$ cat src/rtl/vl_pkg.sv
package vl_pkg;
    typedef enum logic [2:0] {
        RSP_IDLE,
        RSP_READ,
        RSP_WRITE,
        RSP_UNDEF,
        RSP_TRAP
    } rsp_state_t;

    localparam logic [15:0] VL_SEL_CODE = 16'hF090;
    localparam logic [5:0]  VL_TRAP_EC  = 6'h19;
    localparam logic [1:0]  VL_TOP_EL   = 2'd3;
endpackage

$ cat src/rtl/vl_access_decode.sv
module vl_access_decode
    import vl_pkg::*;
(
    input  logic        acc_valid,
    input  logic [15:0] acc_sel,
    input  logic        acc_write,
    input  logic [1:0]  acc_el,
    input  logic        trap_en,
    output rsp_state_t  next_state,
    output logic        wr_en
);
    logic sel_match;

    assign sel_match = acc_valid && (acc_sel == VL_SEL_CODE);

    // Privilege check first, then the trap enable.
    always_comb begin
        next_state = RSP_IDLE;
        if (sel_match) begin
            if (acc_el != VL_TOP_EL)
                next_state = RSP_UNDEF;
            else if (!trap_en)
                next_state = RSP_TRAP;
            else if (acc_write)
                next_state = RSP_WRITE;
            else
                next_state = RSP_READ;
        end
    end

    assign wr_en = (next_state == RSP_WRITE);
endmodule

$ cat src/rtl/vl_len_store.sv
module vl_len_store #(
    parameter int LEN_W = 4,
    parameter logic [LEN_W-1:0] LEN_RST = '0
) (
    input  logic             clk,
    input  logic             rst_n,
    input  logic             wr_en,
    input  logic [LEN_W-1:0] wr_len,
    output logic [LEN_W-1:0] len_q
);
    always_ff @(posedge clk or negedge rst_n) begin
        if (!rst_n)
            len_q <= LEN_RST;
        else if (wr_en)
            len_q <= wr_len;
    end
endmodule

$ cat src/rtl/vl_len_round.sv
module vl_len_round #(
    parameter int LEN_W = 4,
    parameter int NUM_LEN = 1 << LEN_W,
    parameter logic [NUM_LEN-1:0] IMPL_MASK = '1
) (
    input  logic [LEN_W-1:0] len_in,
    output logic [LEN_W-1:0] eff_out
);
    logic [NUM_LEN-1:0] avail;

    for (genvar k = 0; k < NUM_LEN; k++) begin : g_avail
        assign avail[k] = IMPL_MASK[k] && (len_in >= LEN_W'(k));
    end

    // Ascending scan: the last candidate found is the highest one.
    always_comb begin
        eff_out = '0;
        for (int k = 0; k < NUM_LEN; k++) begin
            if (avail[k])
                eff_out = LEN_W'(k);
        end
    end
endmodule

$ cat src/rtl/vlen_ctrl_reg.sv
module vlen_ctrl_reg
    import vl_pkg::*;
#(
    parameter int REG_W = 64,
    parameter int LEN_W = 4,
    parameter int NUM_LEN = 1 << LEN_W,
    parameter logic [NUM_LEN-1:0] IMPL_MASK = 16'h808B,
    parameter logic [LEN_W-1:0] LEN_RST = '0
) (
    input  logic             clk,
    input  logic             rst_n,
    input  logic             acc_valid,
    input  logic [15:0]      acc_sel,
    input  logic             acc_write,
    input  logic [REG_W-1:0] acc_wdata,
    input  logic [1:0]       acc_el,
    input  logic             trap_en,
    output logic             rsp_hit,
    output logic             rsp_undef,
    output logic             rsp_trap,
    output logic [5:0]       rsp_class,
    output logic [REG_W-1:0] rsp_rdata,
    output logic [LEN_W-1:0] eff_len
);
    localparam int PAD_W = REG_W - LEN_W;

    rsp_state_t       state_q, state_d;
    logic             wr_en;
    logic [LEN_W-1:0] len_q;
    logic [REG_W-1:0] rdata_q;
    logic             wdata_hi_unused;

    assign wdata_hi_unused = ^acc_wdata[REG_W-1:LEN_W];

    vl_access_decode u_dec (
        .acc_valid  (acc_valid),
        .acc_sel    (acc_sel),
        .acc_write  (acc_write),
        .acc_el     (acc_el),
        .trap_en    (trap_en),
        .next_state (state_d),
        .wr_en      (wr_en)
    );

    vl_len_store #(.LEN_W(LEN_W), .LEN_RST(LEN_RST)) u_store (
        .clk    (clk),
        .rst_n  (rst_n),
        .wr_en  (wr_en),
        .wr_len (acc_wdata[LEN_W-1:0]),
        .len_q  (len_q)
    );

    vl_len_round #(.LEN_W(LEN_W), .NUM_LEN(NUM_LEN), .IMPL_MASK(IMPL_MASK)) u_round (
        .len_in  (len_q),
        .eff_out (eff_len)
    );

    // State register, with the raw read value captured alongside it.
    always_ff @(posedge clk or negedge rst_n) begin
        if (!rst_n) begin
            state_q <= RSP_IDLE;
            rdata_q <= '0;
        end else begin
            state_q <= state_d;
            rdata_q <= (state_d == RSP_READ) ? {{PAD_W{1'b0}}, len_q} : '0;
        end
    end

    // Output decode.
    always_comb begin
        rsp_hit   = 1'b0;
        rsp_undef = 1'b0;
        rsp_trap  = 1'b0;
        rsp_class = '0;
        rsp_rdata = '0;
        unique case (state_q)
            RSP_IDLE: ;
            RSP_READ: begin
                rsp_hit   = 1'b1;
                rsp_rdata = rdata_q;
            end
            RSP_WRITE: rsp_hit = 1'b1;
            RSP_UNDEF: begin
                rsp_hit   = 1'b1;
                rsp_undef = 1'b1;
            end
            RSP_TRAP: begin
                rsp_hit   = 1'b1;
                rsp_trap  = 1'b1;
                rsp_class = VL_TRAP_EC;
            end
            default: ;
        endcase
    end
endmodule

$ cat config.mk
export PLATFORM = sky130hd
export DESIGN_NAME = vlen_ctrl_reg
export DESIGN_NICKNAME = d
export VERILOG_FILES = /design/src/rtl/vl_pkg.sv /design/src/rtl/vl_access_decode.sv /design/src/rtl/vl_len_store.sv /design/src/rtl/vl_len_round.sv /design/src/rtl/vlen_ctrl_reg.sv
export SDC_FILE = /design/constraint.sdc
export NUM_CORES = 1
export LEC_CHECK = 0
export BUFFER_PORTS_ARGS = -buffer_cell sky130_fd_sc_hd__buf_2
export CAP_MARGIN = 40
export CORE_MARGIN = 2
export CORE_UTILIZATION = 29
export CTS_CLUSTER_SIZE = 30
export DETAILED_ROUTE_END_ITERATION = 16
export PLACE_DENSITY = 0.81
export SLEW_MARGIN = 20
export SYNTH_ARGS = -nofsm -noshare
export SYNTH_HDL_FRONTEND = slang
export SYNTH_SLANG_ARGS = --single-unit
$ cat constraint.sdc
create_clock -name clk -period 1.05 [get_ports clk]
set_input_delay 0.0525 -clock clk [delete_from_list [all_inputs] [get_ports clk]]
set_output_delay 0.0525 -clock clk [all_outputs]
set_load 0.005 [all_outputs]
Word-level counts from Yosys, hierarchy flattened

Index checks and enable logic that the tools add are counted.

Register bits after elaboration: 11
Input bits: 87
Output and inout port bits: 77
Word-level logic and storage cells: 31

$lt $le $gt $ge: 4
Eq/ne operators: 8
Multiplexer cells: 14
Reduce and logical (&&, ||, !) cells: 2

Operator list:

| kind                   | count |
|---|---|
| $mux W4                | 5 |
| $eq A16 B16 Y1 const B | 1 |
| $eq A3 B2 Y1 const B   | 3 |
| $mux W3                | 3 |
| $eq A3 B1 Y1 const B   | 2 |
| $mux W5                | 1 |
| $ge A4 B1 Y1 const B   | 1 |
| $ge A4 B2 Y1 const B   | 1 |
| $ge A4 B3 Y1 const B   | 1 |
| $ge A4 B4 Y1 const B   | 1 |
| $mux W1                | 4 |
| $reduce_or A4 Y1       | 1 |
| $eq A3 B3 Y1 const B   | 1 |
| $mux W2                | 1 |
| $ne A2 B2 Y1 const B   | 1 |
| $logic_and A1 B1 Y1    | 1 |

Longest topological paths before layout

Gate-level depths: netlist of run 1.

Word-level depth: 6
Gate-level depth with buffers: 4
Depth with buffers taken out: 4

Modules after synthesis

Synthesis of run 1 repeated with hierarchy kept, for this count alone.

Cells, all modules: 114
Area, all modules: 1071.0 um^2

Modules (own cells, without submodules):

| module           | instances | cells each | area each (um^2) |
|---|---|---|---|
| vlen_ctrl_reg    | 1         | 88         | 779.5 |
| vl_len_store     | 1         | 8          | 145.1 |
| vl_access_decode | 1         | 14         | 110.1 |
| vl_len_round     | 1         | 4          | 36.3 |

Least setup slack after synthesis of run 1

Ideal clock, no wire load.

Path kind: input to register
From: input port acc_sel[3]
To: register u_store.len_q[0]
Arrival: 1.213 ns
Path slack: -0.287 ns
Stages: 4
Buffers on the path: 0
Cell sequence: nor4b_2 nand4_1 nor4_4 mux2_2

Longest elaborated chain between the ends: 4

Ends and longest elaborated chain:

| what                 | RTL line               | RTL |
|---|---|---|
| start, declared      | vlen_ctrl_reg.sv:13    | `input logic [15:0] acc_sel,` |
| $eq A16 B16 Y1       | vl_access_decode.sv:14 | `assign sel_match = acc_valid && (acc_sel == VL_SEL_CODE);` |
| $logic_and A1 B1 Y1  | vl_access_decode.sv:14 |  |
| $mux W3              | vl_access_decode.sv:19 | `if (sel_match) begin` |
| $eq A3 B2 Y1         | vl_access_decode.sv:31 | `assign wr_en = (next_state == RSP_WRITE);` |
| end signal, assigned | vl_len_store.sv:15     | `len_q <= wr_len;` |
| end, declared        | vl_len_store.sv:9      | `output logic [LEN_W-1:0] len_q` |

Every way passes these cells.
A chain may end at the register's enable or synchronous reset.

Worst setup path after layout of run 1

From: register u_store.len_q[3]
To: output port eff_len[0]

Longest elaborated chain between the ends: 5
Elaborated cells between the ends (all ways): 8

Ends and longest elaborated chain:

| what                  | RTL line            | RTL |
|---|---|---|
| $ge A4 B1 Y1          | vl_len_round.sv:12  | `assign avail[k] = IMPL_MASK[k] && (len_in >= LEN_W'(k));` |
| $mux W1               | vl_len_round.sv:19  | `if (avail[k])` |
| $mux W4 (2 in series) | vl_len_round.sv:19  |  |
| $mux W4 *             | vl_len_round.sv:19  |  |
| end, declared         | vlen_ctrl_reg.sv:23 | `output logic [LEN_W-1:0] eff_len` |

Every way passes the cells marked *; elsewhere a longest branch is shown, timed or not.

==> results of run 1 <==
-- how the worst max path moves through the flow --
stage | depth (start not counted) | slack [ps] | to
4_1_cts | 2 | -300 | eff_len[0]
6_report | 2 | -330 | eff_len[0]
5_1_grt | 2 | -360 | eff_len[0]
3_5_place_dp | 5 | -570 | u_store.len_q[3]
3_3_place_gp | 5 | -460 | u_store.len_q[2]
2_1_floorplan | 4 | -260 | u_store.len_q[0]
-- kinds of logic after synthesis --
group | count (synthesis)
other | 1
AO/OA/AOI/OAI | 4
buffers and inverters | 67
XOR/XNOR | 1
flip-flops | 11
multiplexers | 4
AND/OR/NAND/NOR | 27
-- worst max-delay path: cells and delay by family (launching register included) --
| kind | cells | cell delay, ps |
|---|---|---|
| buffers and inverters | 1 | 130 |
| DFF | 1 | 380 |
| and+or+nand+nor | 1 | 530 |
-- sequential cells by signal, indices dropped and copies added, names as in the netlist --
| name | cells |
|---|---|
| state_q | 3 |
| u_store.len_q | 4 |
| rdata_q | 4 |
-- cells in the final DEF (no fill, tap or decap), types with 2 or more instances in the layout --
master    count
conb_1       63
buf_2        29
buf_6        13
buf_4        11
dfrtp_1      11
and2_1        8
mux2_4        4
nor4_4        3
nor2_2        3
clkbuf_4      3
a21oi_1       2
-- area by class of cell --
type,count,area (um2),share of cell area [%]
Sequential cell,11,275,20.3
Multi-Input combinational cell,99,607,44.8
Tap cell,46,57.6,4.25
Inverter,1,3.75,0.277
Timing Repair Buffer,54,384,28.4
Clock buffer,4,26.3,1.94
-- layer usage --
layer  GRT usage (%)  routed length [um]  vias up
li1                -                   -      355
met1            6.57                 574      333
met2            16.9                1060       83
met3            2.64                 332        2
met4            5.59                  31        0
met5               0                   0        -
-- power by group through the flow --
stage	Clock, mW	Combinational (mW)	Sequential [mW]
3_5_place_dp	0	0.133	0.432
3_3_place_gp	0	0.131	0.432
2_1_floorplan	0	0.232	0.432
4_1_cts	0.292	0.150	0.423
6_report	0.299	0.177	0.423
5_1_grt	0.320	0.196	0.423
-- repair_timing --
item,in CTS,in global routing
setup buffers,3,2
hold endpoints to repair,11,0
hold buffers,1,0
pin swaps,11,14
resized for setup,20,13
setup endpoints to repair,22,25
-- stage by stage --
step | setup slack, ps | total power [mW]
after floorplan | -256 | 0.664
after global placement | -457 | 0.563
after detailed placement | -567 | 0.565
after CTS | -297 | 0.865
after global routing | -358 | 0.939
final | -328 | 0.899
==> impl_metrics.csv, run 1 <==
group,metric,value,unit
power,p_int,644,uW
sta,hold_viol_final,0,
setup_path,path_cells,"or4_4 > buf_6",
yosys,synth_top_cell_area_share,47.0,%
placement,routabilityCongestion,0.733,
job,max-cap-violations,0,
sta,layout_setup_ws,-328,ps
floorplanning,initial_utilization,30.8,%
global_route,grt_pass1_vias,635,
setup_path,slowest_stage,"or4_4",
setup_path,crit_required,1000,ps
clocking,ctsHtreeMaxLevel,1,
power,power.density,664,nW/um2
route,vias_per_cell,3.60,
route,drcViolationCount,0,
floorplanning,dieArea,4130,um2
sta,post-route-period-util,131,%
floorplanning,ios,164,
clocking,clock_sinks,11,
finish,final_area,1350,um2
yosys,synth.most_common_cell,"buf_4",
setup_path,timing.rr.start,"u_store.len_q[2]",
yosys,synthAdderAreaFrac,0,%
finish,nFillCells,341,
yosys,ys_types,25,
route,ant_nets,0,
route,wl,2.00,mm
sta,rsz0062_at_grt,"true",
global_route,antenna_found_initial,0,
finish,instances_no_fill,215,
finish,n_antenna_cell,0,
setup_path,critPathLaunchType,"register",
power,p_leak,0.792,nW
route,dr.pass1.iters,4,
yosys,avgSynthCellArea,9.16,um2
floorplanning,die_h,64.3,um
power,p_sw,255,uW
finish,nNetsFinal,257,
yosys,async_reset_ff_share,100,%
status,status,"finished, violations left",
placement,portBuffers,40,
yosys,synthSimpleGateAreaFrac,18.4,%
route,wl_per_cell,9.31,um
min_path,hold_depth,2,
min_path,whs_endpoint,"u_store.len_q[2]",
clocking,cts.path.max_buffers,2,
yosys,synthMuxAreaShare,4.28,%
power,combPwrFrac,19.7,%
yosys,synth-seq-cells,11,
sta,period_needed,1380,ps
placement,dp_cells,207,
yosys,yosys_warnings,0,
setup_path,r2r_cells,3,
setup_path,rrSetupSlack,30,ps
global_route,grt.total_usage,8.37,%
yosys,synth_top_family_by_area,"buffers and inverters",
status,violations,"negative setup slack",
yosys,synth_common_cells,"buf_4, dfrtp_1, and2_1",
setup_path,cp.arrival,1330,ps
clocking,tritoncts,"done",
setup_path,timing.rr.end,"u_store.len_q[2]",
sta,finalSetupViolCount,23,
sta,tns,-3060,ps
setup_path,worstSetupPathType,"reg -> out",
yosys,syn-cell-area,1050,um2
min_path,min-delay-start,"acc_wdata[2]",
power,vdd_drop_max,0.402,mV
power,power_frac_clock,33.2,%
sta,skew,0.904,ps
floorplanning,coreArea,3420,um2
floorplanning,rows,21,
yosys,synthXorXnorAreaFrac,0.831,%
power,switching_share,28.3,%
placement,hpwl,1.51,mm
floorplanning,die_w,64.3,um
global_route,grt.overflow.total,0,
placement,place_area,1120,um2
yosys,synth_top_area_cell,"buf_4",
sta,hold_slack,5.91,ps
power,seqPwrFrac,47.1,%
setup_path,max_stage_delay,530,ps
setup_path,crit_path_start,"u_store.len_q[3]",
clocking,cts_made_buffers,3,
global_route,grt_pass1_wl,2.64,mm
min_path,min_path_type,"in -> reg",
finish,drive_above_1_share,43.8,%
global_route,grt_max_degree,12,
yosys,synthTopCellsByArea,"buf_4, dfrtp_1, and2_1",
yosys,synth.yosys.seq_area_share,26.1,%
sta,slew_viol_final,0,
sta,fmax,0.726,GHz
setup_path,cp-end-kind,"primary output",
yosys,synth_edf_count,0,
finish,fin_util,39.6,%
yosys,syn_inst,115,
route,drt_first_iter_violations,12,
setup_path,path_max_fanout,2,
finish,area_growth,28.5,%
yosys,synth-compound-area-share,2.61,%
clocking,root_buffer,"clkbuf_4",
yosys,synthFlopType,"dfrtp_1",
clocking,clock_latency,280,ps
clocking,clk_pin_slew,70,ps
route,vias,773,
No activity file was read; power rests on OpenSTA's default activity.
==> run 2: changes to the inputs <==
- BUFFER_PORTS_ARGS: -buffer_cell sky130_fd_sc_hd__buf_2 -> -buffer_cell sky130_fd_sc_hd__buf_4
==> run 2 against run 1 <==
The flow still finishes with violations (negative setup slack). Fmax up 1.3%. Sequential power about the same. Die area unchanged. Global-route usage about the same. Sequential share of layout area down 1.2 points. Hold slack better by 9.7 ps. Final cell count unchanged. Non-clock buffer count unchanged. Flip-flop and latch count unchanged. Largest power group unchanged.
==> impl_metrics.csv, run 2 (synthesized netlist as in run 1, its figures left out) <==
group,metric,value,unit
placement,place_area,1220,um2
status,status,"finished, violations left",
power,p_leak,0.811,nW
floorplanning,initial_utilization,30.8,%
global_route,grt.total_usage,8.35,%
sta,period_needed,1360,ps
finish,final_common_cell,"conb_1",
floorplanning,die_h,64.3,um
finish,area_growth,36.9,%
setup_path,max_stage_delay,540,ps
job,max-cap-violations,0,
finish,fin_util,42.2,%
route,drt_first_iter_violations,3,
floorplanning,ios,164,
clocking,clk_pin_slew,60,ps
setup_path,slowest_stage,"or4_4",
setup_path,critPathLaunchType,"register",
setup_path,cp.arrival,1310,ps
route,wl_per_cell,9.06,um
setup_path,path_max_fanout,2,
route,ant_nets,0,
setup_path,crit_required,1000,ps
min_path,min_path_type,"in -> reg",
floorplanning,rows,21,
setup_path,critPathTopFamily,"simple AND/OR/NAND/NOR gates",
global_route,grt_pass1_wl,2.59,mm
finish,n_antenna_cell,0,
placement,portBuffers,40,
finish,nNetsFinal,257,
sta,hold_viol_final,0,
clocking,cts.path.max_buffers,2,
finish,drive_above_1_share,43.2,%
route,drcViolationCount,0,
global_route,grt.overflow.total,0,
power,vdd_drop_max,0.587,mV
clocking,ctsHtreeMaxLevel,1,
power,power.density,616,nW/um2
finish,final_area,1440,um2
global_route,grt_pass1_vias,633,
sta,slew_viol_final,0,
sta,fmax,0.735,GHz
finish,reg.largest.list,"rdata_q (4), u_store.len_q (4), state_q (3)",
setup_path,cp-end-kind,"primary output",
sta,hold_slack,15.6,ps
setup_path,path_cells,"or4_4 > buf_6",
placement,routabilityCongestion,0.722,
setup_path,crit_buf_inv,1,
route,vias_per_cell,3.63,
route,wl,1.95,mm
route,vias,780,
global_route,grt_max_degree,12,
clocking,root_buffer,"clkbuf_4",
global_route,antenna_found_initial,0,
sta,layout_setup_ws,-310,ps
setup_path,path_depth,2,
placement,hpwl,1.52,mm
sta,finalSetupViolCount,18,
status,violations,"negative setup slack",
floorplanning,dieArea,4130,um2
clocking,clock_latency,260,ps
setup_path,worstSetupPathType,"reg -> out",
floorplanning,die_w,64.3,um
sta,skew,0.784,ps
clocking,clock_sinks,11,
clocking,cts_made_buffers,3,
min_path,hold_depth,2,
sta,post-route-period-util,130,%
clocking,tritoncts,"done",
setup_path,r2r_cells,4,
sta,tns,-3320,ps
sta,rsz0062_at_grt,"true",
finish,layout_common_cells,"conb_1, buf_4, buf_6",
floorplanning,coreArea,3420,um2
route,dr.pass1.iters,2,
run 2: report_power, final:
part	internal (mW)	switching [mW]
registers	0.424	0.00000499
clock network	0.147	0.129
logic	0.0901	0.0994
run 2: final cells by class:
type / count / area (um2)
Clock buffer: 4 / 26.3
Multi-Input combinational cell: 99 / 614
Sequential cell: 11 / 277
Inverter: 1 / 3.75
Tap cell: 46 / 57.6
Timing Repair Buffer: 54 / 464
Fill cell: 339 / 1970
run 2: layer usage:
layer / GRT usage (%) / routed length, um / vias up / share of wire, %
met3: 3.52 / 335 / 4 / 17
met4: 4.79 / 34 / 0 / 1.7
met2: 16.4 / 1040 / 85 / 54
met5: 0 / 0 / - / 0
li1: - / - / 354 / -
met1: 6.72 / 535 / 337 / 27
run 2: metrics by stage:
step	power, mW	worst slack (ps)	std cells
3_3_place_gp	0.590	-475	207
5_1_grt	0.941	-353	215
4_1_cts	0.873	-307	214
2_1_floorplan	0.664	-256	177
6_report	0.889	-310	215
3_5_place_dp	0.592	-488	207
run 2: what timing repair did:
action / in CTS / in global routing
setup buffers: 3 / 1
hold buffers: 1 / 0
endpoints found under the hold margin: 11 / 0
setup endpoints to repair: 20 / 23
pin swaps: 9 / 10
gates resized for setup: 21 / 14
run 2: worst reg2reg max path: cells and delay by family, from the launching register on:
family / cells / cell delay (ps)
mux: 1 / 260
buf+inv: 3 / 370
flops: 1 / 380
run 2: final timing paths:
kind	slack (ps)	start	endpoint
max	-310	u_store.len_q[3]	eff_len[0]
min	20	acc_wdata[3]	u_store.len_q[3]
max reg2reg	-70	u_store.len_q[0]	u_store.len_q[0]
min reg2reg	620	u_store.len_q[2]	rdata_q[2]
max in group asynchronous	740	rst_n	state_q[1]
min in group asynchronous	150	rst_n	u_store.len_q[2]
